$ cat config.mk
export PLATFORM = sky130hd
export DESIGN_NAME = sc_core
export DESIGN_NICKNAME = d
export VERILOG_FILES = /design/src/rtl/sc_pkg.sv /design/src/rtl/sc_main_ctrl.sv /design/src/rtl/sc_alu_ctrl.sv /design/src/rtl/sc_alu.sv /design/src/rtl/sc_regfile.sv /design/src/rtl/sc_core.sv
export SDC_FILE = /design/constraint.sdc
export NUM_CORES = 2
export LEC_CHECK = 0
export BUFFER_PORTS_ARGS = -buffer_cell sky130_fd_sc_hd__buf_4
export CELL_PAD_IN_SITES_DETAIL_PLACEMENT = 0
export CELL_PAD_IN_SITES_GLOBAL_PLACEMENT = 2
export CORE_ASPECT_RATIO = 1.5
export CORE_MARGIN = 8
export CORE_UTILIZATION = 31
export DETAILED_ROUTE_END_ITERATION = 8
export PLACE_DENSITY = 0.76
export SLEW_MARGIN = 10
export SYNTH_ARGS = -nofsm -noshare
export SYNTH_HDL_FRONTEND = slang
export SYNTH_SLANG_ARGS = --single-unit
$ cat constraint.sdc
create_clock -name clk -period 7 [get_ports clk]
set_input_delay 0 -clock clk [delete_from_list [all_inputs] [get_ports clk]]
set_output_delay 0 -clock clk [all_outputs]
set_load 0.005 [all_outputs]
$ cat src/rtl/sc_pkg.sv
package sc_pkg;
  localparam logic [5:0] OP_RTYPE = 6'h00;
  localparam logic [5:0] OP_LW    = 6'h23;
  localparam logic [5:0] OP_SW    = 6'h2B;
  localparam logic [5:0] OP_BEQ   = 6'h04;
  localparam logic [5:0] OP_LUI   = 6'h0F;
  localparam logic [5:0] OP_LINC  = 6'h30;

  localparam logic [5:0] FN_SLL = 6'h00;
  localparam logic [5:0] FN_JR  = 6'h08;
  localparam logic [5:0] FN_ADD = 6'h20;
  localparam logic [5:0] FN_SUB = 6'h22;
  localparam logic [5:0] FN_AND = 6'h24;
  localparam logic [5:0] FN_OR  = 6'h25;
  localparam logic [5:0] FN_SLT = 6'h2A;

  typedef enum logic [1:0] {DST_RT, DST_RD, DST_RS} dst_e;
  typedef enum logic [1:0] {WB_ALU, WB_MEM, WB_UPPER} wb_e;
  typedef enum logic [1:0] {AOP_ADD = 2'b00, AOP_SUB = 2'b01, AOP_FUNCT = 2'b10} aop_e;
  typedef enum logic [2:0] {ALU_ADD, ALU_SUB, ALU_AND, ALU_OR, ALU_SLT, ALU_SHL} alu_e;

  typedef struct packed {
    dst_e dst;
    logic b_imm;
    logic a_from_rt;
    wb_e  wb;
    logic reg_wr;
    logic mem_rd;
    logic mem_wr;
    logic branch;
    aop_e aop;
    logic inc_wr;
  } ctrl_t;
endpackage

$ cat src/rtl/sc_main_ctrl.sv
module sc_main_ctrl
  import sc_pkg::*;
(
  input  logic [5:0] opcode,
  output ctrl_t      ctrl
);
  always_comb begin
    ctrl = '{dst: DST_RT, b_imm: 1'b0, a_from_rt: 1'b0, wb: WB_ALU, reg_wr: 1'b0,
             mem_rd: 1'b0, mem_wr: 1'b0, branch: 1'b0, aop: AOP_ADD, inc_wr: 1'b0};
    case (opcode)
      OP_RTYPE: begin
        ctrl.dst    = DST_RD;
        ctrl.reg_wr = 1'b1;
        ctrl.aop    = AOP_FUNCT;
      end
      OP_LW: begin
        ctrl.b_imm  = 1'b1;
        ctrl.wb     = WB_MEM;
        ctrl.reg_wr = 1'b1;
        ctrl.mem_rd = 1'b1;
      end
      OP_SW: begin
        ctrl.b_imm  = 1'b1;
        ctrl.mem_wr = 1'b1;
      end
      OP_BEQ: begin
        ctrl.branch = 1'b1;
        ctrl.aop    = AOP_SUB;
      end
      OP_LUI: begin
        ctrl.wb     = WB_UPPER;
        ctrl.reg_wr = 1'b1;
      end
      OP_LINC: begin
        ctrl.dst       = DST_RS;
        ctrl.b_imm     = 1'b1;
        ctrl.a_from_rt = 1'b1;
        ctrl.wb        = WB_MEM;
        ctrl.reg_wr    = 1'b1;
        ctrl.mem_rd    = 1'b1;
        ctrl.inc_wr    = 1'b1;
      end
      default: ;
    endcase
  end
endmodule

$ cat src/rtl/sc_alu_ctrl.sv
module sc_alu_ctrl
  import sc_pkg::*;
(
  input  aop_e       aop,
  input  logic [5:0] funct,
  output alu_e       alu_op,
  output logic       is_jr
);
  always_comb begin
    alu_op = ALU_ADD;
    is_jr  = 1'b0;
    case (aop)
      AOP_SUB: alu_op = ALU_SUB;
      AOP_FUNCT: begin
        case (funct)
          FN_SUB:  alu_op = ALU_SUB;
          FN_AND:  alu_op = ALU_AND;
          FN_OR:   alu_op = ALU_OR;
          FN_SLT:  alu_op = ALU_SLT;
          FN_SLL:  alu_op = ALU_SHL;
          FN_JR:   is_jr  = 1'b1;
          default: alu_op = ALU_ADD;
        endcase
      end
      default: alu_op = ALU_ADD;
    endcase
  end
endmodule

$ cat src/rtl/sc_alu.sv
module sc_alu
  import sc_pkg::*;
#(
  parameter int W = 32
) (
  input  logic [W-1:0] a,
  input  logic [W-1:0] b,
  input  logic [4:0]   shamt,
  input  alu_e         op,
  output logic [W-1:0] y,
  output logic         zero
);
  always_comb begin
    case (op)
      ALU_SUB: y = a - b;
      ALU_AND: y = a & b;
      ALU_OR:  y = a | b;
      ALU_SLT: y = ($signed(a) < $signed(b)) ? W'(1) : '0;
      ALU_SHL: y = b << shamt;
      default: y = a + b;
    endcase
  end
  assign zero = (y == '0);
endmodule

$ cat src/rtl/sc_regfile.sv
module sc_regfile #(
  parameter int W    = 32,
  parameter int NREG = 32,
  localparam int AW  = $clog2(NREG)
) (
  input  logic          clk,
  input  logic          rst_n,
  input  logic [AW-1:0] ra_a,
  input  logic [AW-1:0] ra_b,
  output logic [W-1:0]  rd_a,
  output logic [W-1:0]  rd_b,
  input  logic          we_a,
  input  logic [AW-1:0] wa_a,
  input  logic [W-1:0]  wd_a,
  input  logic          we_b,
  input  logic [AW-1:0] wa_b,
  input  logic [W-1:0]  wd_b
);
  logic [NREG-1:0][W-1:0] bank;

  assign bank[0] = '0;

  for (genvar g = 1; g < NREG; g++) begin : g_reg
    logic         hit_a, hit_b;
    logic [W-1:0] q;
    assign hit_a = we_a && (wa_a == AW'(g));
    assign hit_b = we_b && (wa_b == AW'(g));
    always_ff @(posedge clk or negedge rst_n) begin
      if (!rst_n)     q <= '0;
      else if (hit_a) q <= wd_a;
      else if (hit_b) q <= wd_b;
    end
    assign bank[g] = q;
  end

  assign rd_a = bank[ra_a];
  assign rd_b = bank[ra_b];
endmodule

$ cat src/rtl/sc_core.sv
module sc_core
  import sc_pkg::*;
#(
  parameter int          W        = 32,
  parameter int          NREG     = 32,
  parameter logic [31:0] RESET_PC = 32'h0
) (
  input  logic        clk,
  input  logic        rst_n,
  output logic [31:0] imem_addr,
  input  logic [31:0] imem_rdata,
  output logic [31:0] dmem_addr,
  output logic [31:0] dmem_wdata,
  output logic        dmem_we,
  output logic        dmem_re,
  input  logic [31:0] dmem_rdata
);
  localparam int AW = $clog2(NREG);

  logic [1:0] rst_pipe;
  logic       core_run;

  always_ff @(posedge clk or negedge rst_n) begin
    if (!rst_n) rst_pipe <= 2'b00;
    else        rst_pipe <= {rst_pipe[0], 1'b1};
  end
  assign core_run = rst_pipe[1];

  logic [5:0]   opcode, funct;
  logic [4:0]   f_rs, f_rt, f_rd, shamt;
  logic [15:0]  imm;
  logic [W-1:0] sext;

  assign opcode = imem_rdata[31:26];
  assign f_rs   = imem_rdata[25:21];
  assign f_rt   = imem_rdata[20:16];
  assign f_rd   = imem_rdata[15:11];
  assign shamt  = imem_rdata[10:6];
  assign funct  = imem_rdata[5:0];
  assign imm    = imem_rdata[15:0];
  assign sext   = {{(W-16){imm[15]}}, imm};

  ctrl_t ctrl;
  alu_e  alu_op;
  logic  is_jr;

  sc_main_ctrl u_main (.opcode(opcode), .ctrl(ctrl));
  sc_alu_ctrl  u_actl (.aop(ctrl.aop), .funct(funct), .alu_op(alu_op), .is_jr(is_jr));

  logic [W-1:0]  rs_val, rt_val, alu_a, alu_b, alu_y, wd_a, wd_b;
  logic          alu_zero, we_a, we_b;
  logic [AW-1:0] wa_a;

  assign alu_a = ctrl.a_from_rt ? rt_val : rs_val;
  assign alu_b = ctrl.b_imm ? sext : rt_val;

  sc_alu #(.W(W)) u_alu (
    .a(alu_a), .b(alu_b), .shamt(shamt), .op(alu_op), .y(alu_y), .zero(alu_zero)
  );

  always_comb begin
    case (ctrl.dst)
      DST_RD:  wa_a = AW'(f_rd);
      DST_RS:  wa_a = AW'(f_rs);
      default: wa_a = AW'(f_rt);
    endcase
    case (ctrl.wb)
      WB_MEM:   wd_a = dmem_rdata;
      WB_UPPER: wd_a = {imm, {(W-16){1'b0}}};
      default:  wd_a = alu_y;
    endcase
  end

  assign we_a = core_run && ctrl.reg_wr && !is_jr;
  assign we_b = core_run && ctrl.inc_wr;
  assign wd_b = rt_val + W'(1);

  sc_regfile #(.W(W), .NREG(NREG)) u_rf (
    .clk(clk), .rst_n(rst_n),
    .ra_a(AW'(f_rs)), .ra_b(AW'(f_rt)), .rd_a(rs_val), .rd_b(rt_val),
    .we_a(we_a), .wa_a(wa_a), .wd_a(wd_a),
    .we_b(we_b), .wa_b(AW'(f_rt)), .wd_b(wd_b)
  );

  assign dmem_addr  = alu_y;
  assign dmem_wdata = rt_val;
  assign dmem_we    = core_run && ctrl.mem_wr;
  assign dmem_re    = core_run && ctrl.mem_rd;

  logic [W-1:0] pc_q, pc_next, pc_plus4, br_tgt;

  assign pc_plus4 = pc_q + W'(4);
  assign br_tgt   = pc_plus4 + (sext << 2);

  always_comb begin
    if (is_jr)                       pc_next = rs_val;
    else if (ctrl.branch && alu_zero) pc_next = br_tgt;
    else                              pc_next = pc_plus4;
  end

  always_ff @(posedge clk or negedge rst_n) begin
    if (!rst_n)        pc_q <= RESET_PC;
    else if (core_run) pc_q <= pc_next;
  end

  assign imem_addr = pc_q;
endmodule

==> reports/qor.csv <==
metric,value,unit
core area,235000,um2
Slew Limit Fails,0,
WL/cell,36.0,um
die width,413,um
storage element area,25700,um2
Comb pwr share,0.238,
Setup TNS Final,0,ns
"commonest non-fill, non-tap cell in the layout",buf_4,
clk root buf,clkbuf_16,
hold crit path type,in -> reg,
vias per cell,6.43,
"FF+latch count, synth",1026,
GRT Overall Usage,0.323,
worst vdd ir,0.190,mV
Clock Sinks,1026,
Power Total,0.0163,W
clock skew,0.0473,ns
Die Span Y,611,um
Worst-path clk slew,0.07,ns
CP max FO,7,
first-pass GRT wire length,583,mm
Synth Instances,7924,
Slew HR,0.119,
layout net count,8779,
minimum clock period,6.90,ns
Detailed Place HPWL,293,mm
multi-input logic area,44800,um2
initial antenna violation count,24,
Pleak,37.0,nW
CTS max path bufs,3,
worst-skew pair later-pin latency,0.77,ns
syn_area_per_cell,9.25,um2
Crit Path Class,reg -> reg,
via count,75800,
share of cells above drive strength 1,0.277,
final hold vios,0,
final non-filler cell area,90700,um2
DRC viols,0,
"most used cell, CP",buf_4,
Clock power frac,0.370,
"Remaining Overflow, GRT",0,
vias in the first global route,73200,
Ys Warns,0,
Max Cap Viol,0,
final core utilization,0.386,
CTS tree,yes,
CTS buffer count,105,
outcome,completed,
Psw,0.00530,W
"Seq/Total Area, Yosys",0.350,
most frequent cells in the layout,"buf_4 (1300), nand2_1 (1165), o21ai_0 (1045), dfrtp_1 (1025), o211ai_1 (980)",
DR pass1 iterations,7,
Post-synth EDFFs,0,
# rows,218,
CP arrival,7.61,ns
GP Congestion,1.04,
startpoint types,register,
Buffers on Ports,163,
"Async S/R FF share, synth",1.00,
Mapped Nets,8126,
crit path capture type,register,
worst-margin pin slew,1.32,ns
placed cell area,86100,um2
Post-Place Setup Slack,-1.14,ns
I/O pin count,164,
final period utilization,0.986,
sw frac,0.324,
internal power,0.0110,W
DR iter-0 viols,9570,
most used flip-flop cell after synthesis,dfrtp_1,
"area leader, netlist",dfrtp_1,
Worst EP required,7.71,ns
initial core utilization,0.312,
"top cells by area, synth","dfrtp_1 (35%), mux4_2 (14%), o211ai_1 (10%), o21ai_0 (7.2%), nand2_1 (6.1%)",
Max Freq,145,MHz
CTS H-Tree Depth,3,
"Distinct cells, synth",100,
Total Wirelength,424,mm
CP max stage cell,or4_1,
final setup vio count,0,
Worst path max stage delay,0.52,ns
post-route setup slack,0.0985,ns
area of the mapped netlist,73300,um2
largest net degree at the start of global routing,151,
Fillers,23300,
PwrDens,180,nW/um2
Area growth syn-to-layout,23.7,%
ANT nets after route,0,
Flop pwr share,0.392,
Die ar.,253000,um2
Yosys top cell area share,0.350,
==> flip-flops by register name (all words and copies together), names as in the netlist <==
register   count
u_rf.g.q     992
imem_addr     32
rst_pipe       2
==> routing by layer <==
| layer | routed length, um | up-vias | track usage | part of all wire |
|---|---|---|---|---|
| met1 | 144000 | 38100 | 0.356 | 0.34 |
| met5 | 37 | - | 0 | 0.000087 |
| met3 | 37200 | 1617 | 0.0685 | 0.088 |
| met4 | 50200 | 6 | 0.307 | 0.12 |
| li1 | - | 31100 | - | - |
| met2 | 193000 | 4878 | 0.515 | 0.46 |
==> cell type report <==
class / instances / area share
Antenna cell: 31 / 0.000856
Clock buffer: 161 / 0.0344
Clock inverter: 33 / 0.00442
Inverter: 160 / 0.00667
Multi-Input combinational cell: 5844 / 0.494
Sequential cell: 1026 / 0.283
Tap cell: 3080 / 0.0425
Timing Repair Buffer: 1440 / 0.134
==> power groups by stage <==
| stage | clock, W | combinational (W) | sequential (W) |
|---|---|---|---|
| 2_1_floorplan | 0 | 0.00185 | 0.00642 |
| 3_3_place_gp | 0 | 0.00374 | 0.00649 |
| 3_5_place_dp | 0 | 0.00374 | 0.00650 |
| 4_1_cts | 0.00610 | 0.00380 | 0.00639 |
| 5_1_grt | 0.00630 | 0.00406 | 0.00642 |
| 6_report | 0.00606 | 0.00389 | 0.00640 |
==> Yosys cell counts, types with 28 or more instances <==
master	instances
nand2_1	1194
o21ai_0	1052
dfrtp_1	1026
o211ai_1	980
clkbuf_1	767
mux4_2	453
nor2_1	292
a21oi_1	253
mux2i_1	196
inv_1	156
ha_1	133
mux2_2	107
nor3_1	84
nand3_1	82
xnor2_1	82
a22oi_1	75
a22o_1	62
buf_1	58
a31oi_1	56
a221oi_1	46
o22ai_1	41
o221ai_1	40
a211oi_1	39
and2_1	36
nor2b_1	35
nand2b_1	34
o21a_1	33
buf_6	31
and3_1	30
buf_2	28
or3_1	28
==> worst max-delay path, delay by kind of cell (launching register included) <==
family / cells / cell delay, ns
simple gates: 6 / 1.33
mux: 2 / 0.54
flops: 1 / 0.39
buf+inv: 10 / 1.71
compound gates: 11 / 2.63
fa+ha+maj: 1 / 0.25
==> per-stage QoR <==
step / hold slack, ns / std cells
2_1_floorplan: -0.296 / 7924
5_1_grt: 0.0545 / 11800
6_report: 0.0265 / 11800
3_3_place_gp: 0.0258 / 11500
3_5_place_dp: 0.0394 / 11500
4_1_cts: 0.00719 / 11700
==> path summary, 6_finish.rpt <==
check / startpoint / end / slack (ns) / cells after the start
setup / recovery: u_rf.g_reg[25].q[9]$_DFFE_PN0P_ / imem_addr[16]$_DFFE_PN0P_ / 0.1 / 30
hold / removal: imem_rdata[11] / imem_addr[14]$_DFFE_PN0P_ / 0.03 / 5
setup reg to reg: u_rf.g_reg[25].q[9]$_DFFE_PN0P_ / imem_addr[16]$_DFFE_PN0P_ / 0.1 / 30
hold reg to reg: rst_pipe[0]$_DFF_PN0_ / rst_pipe[1]$_DFF_PN0_ / 0.36 / 0
max in group asynchronous: rst_n / u_rf.g_reg[7].q[29]$_DFFE_PN0P_ / 4.86 / 5
min in group asynchronous: rst_n / u_rf.g_reg[18].q[4]$_DFFE_PN0P_ / 0.56 / 4
==> what timing repair did <==
action / 4_1_cts / 5_1_grt
gates cloned: 1 / 0
buffers inserted: 9 / 8
endpoints found under the hold margin: 867 / 0
endpoints found under the setup margin: 63 / 31
hold buffers: 33 / 0
resized for setup: 50 / 44
pin swaps: 15 / 24
==> logic make-up (layout without fill, tap and decap cells) <==
family	after synthesis	in the layout	synth area share
compound gates	2890	2890	0.256
flops	1026	1026	0.350
fa+ha+maj	136	136	0.0235
simple gates	1946	1946	0.115
xor+xnor	109	109	0.0130
buf+inv	1054	1794	0.0582
other cells	1	32	0.0000512
mux	762	762	0.183
(Power assumes the default switching activity.)
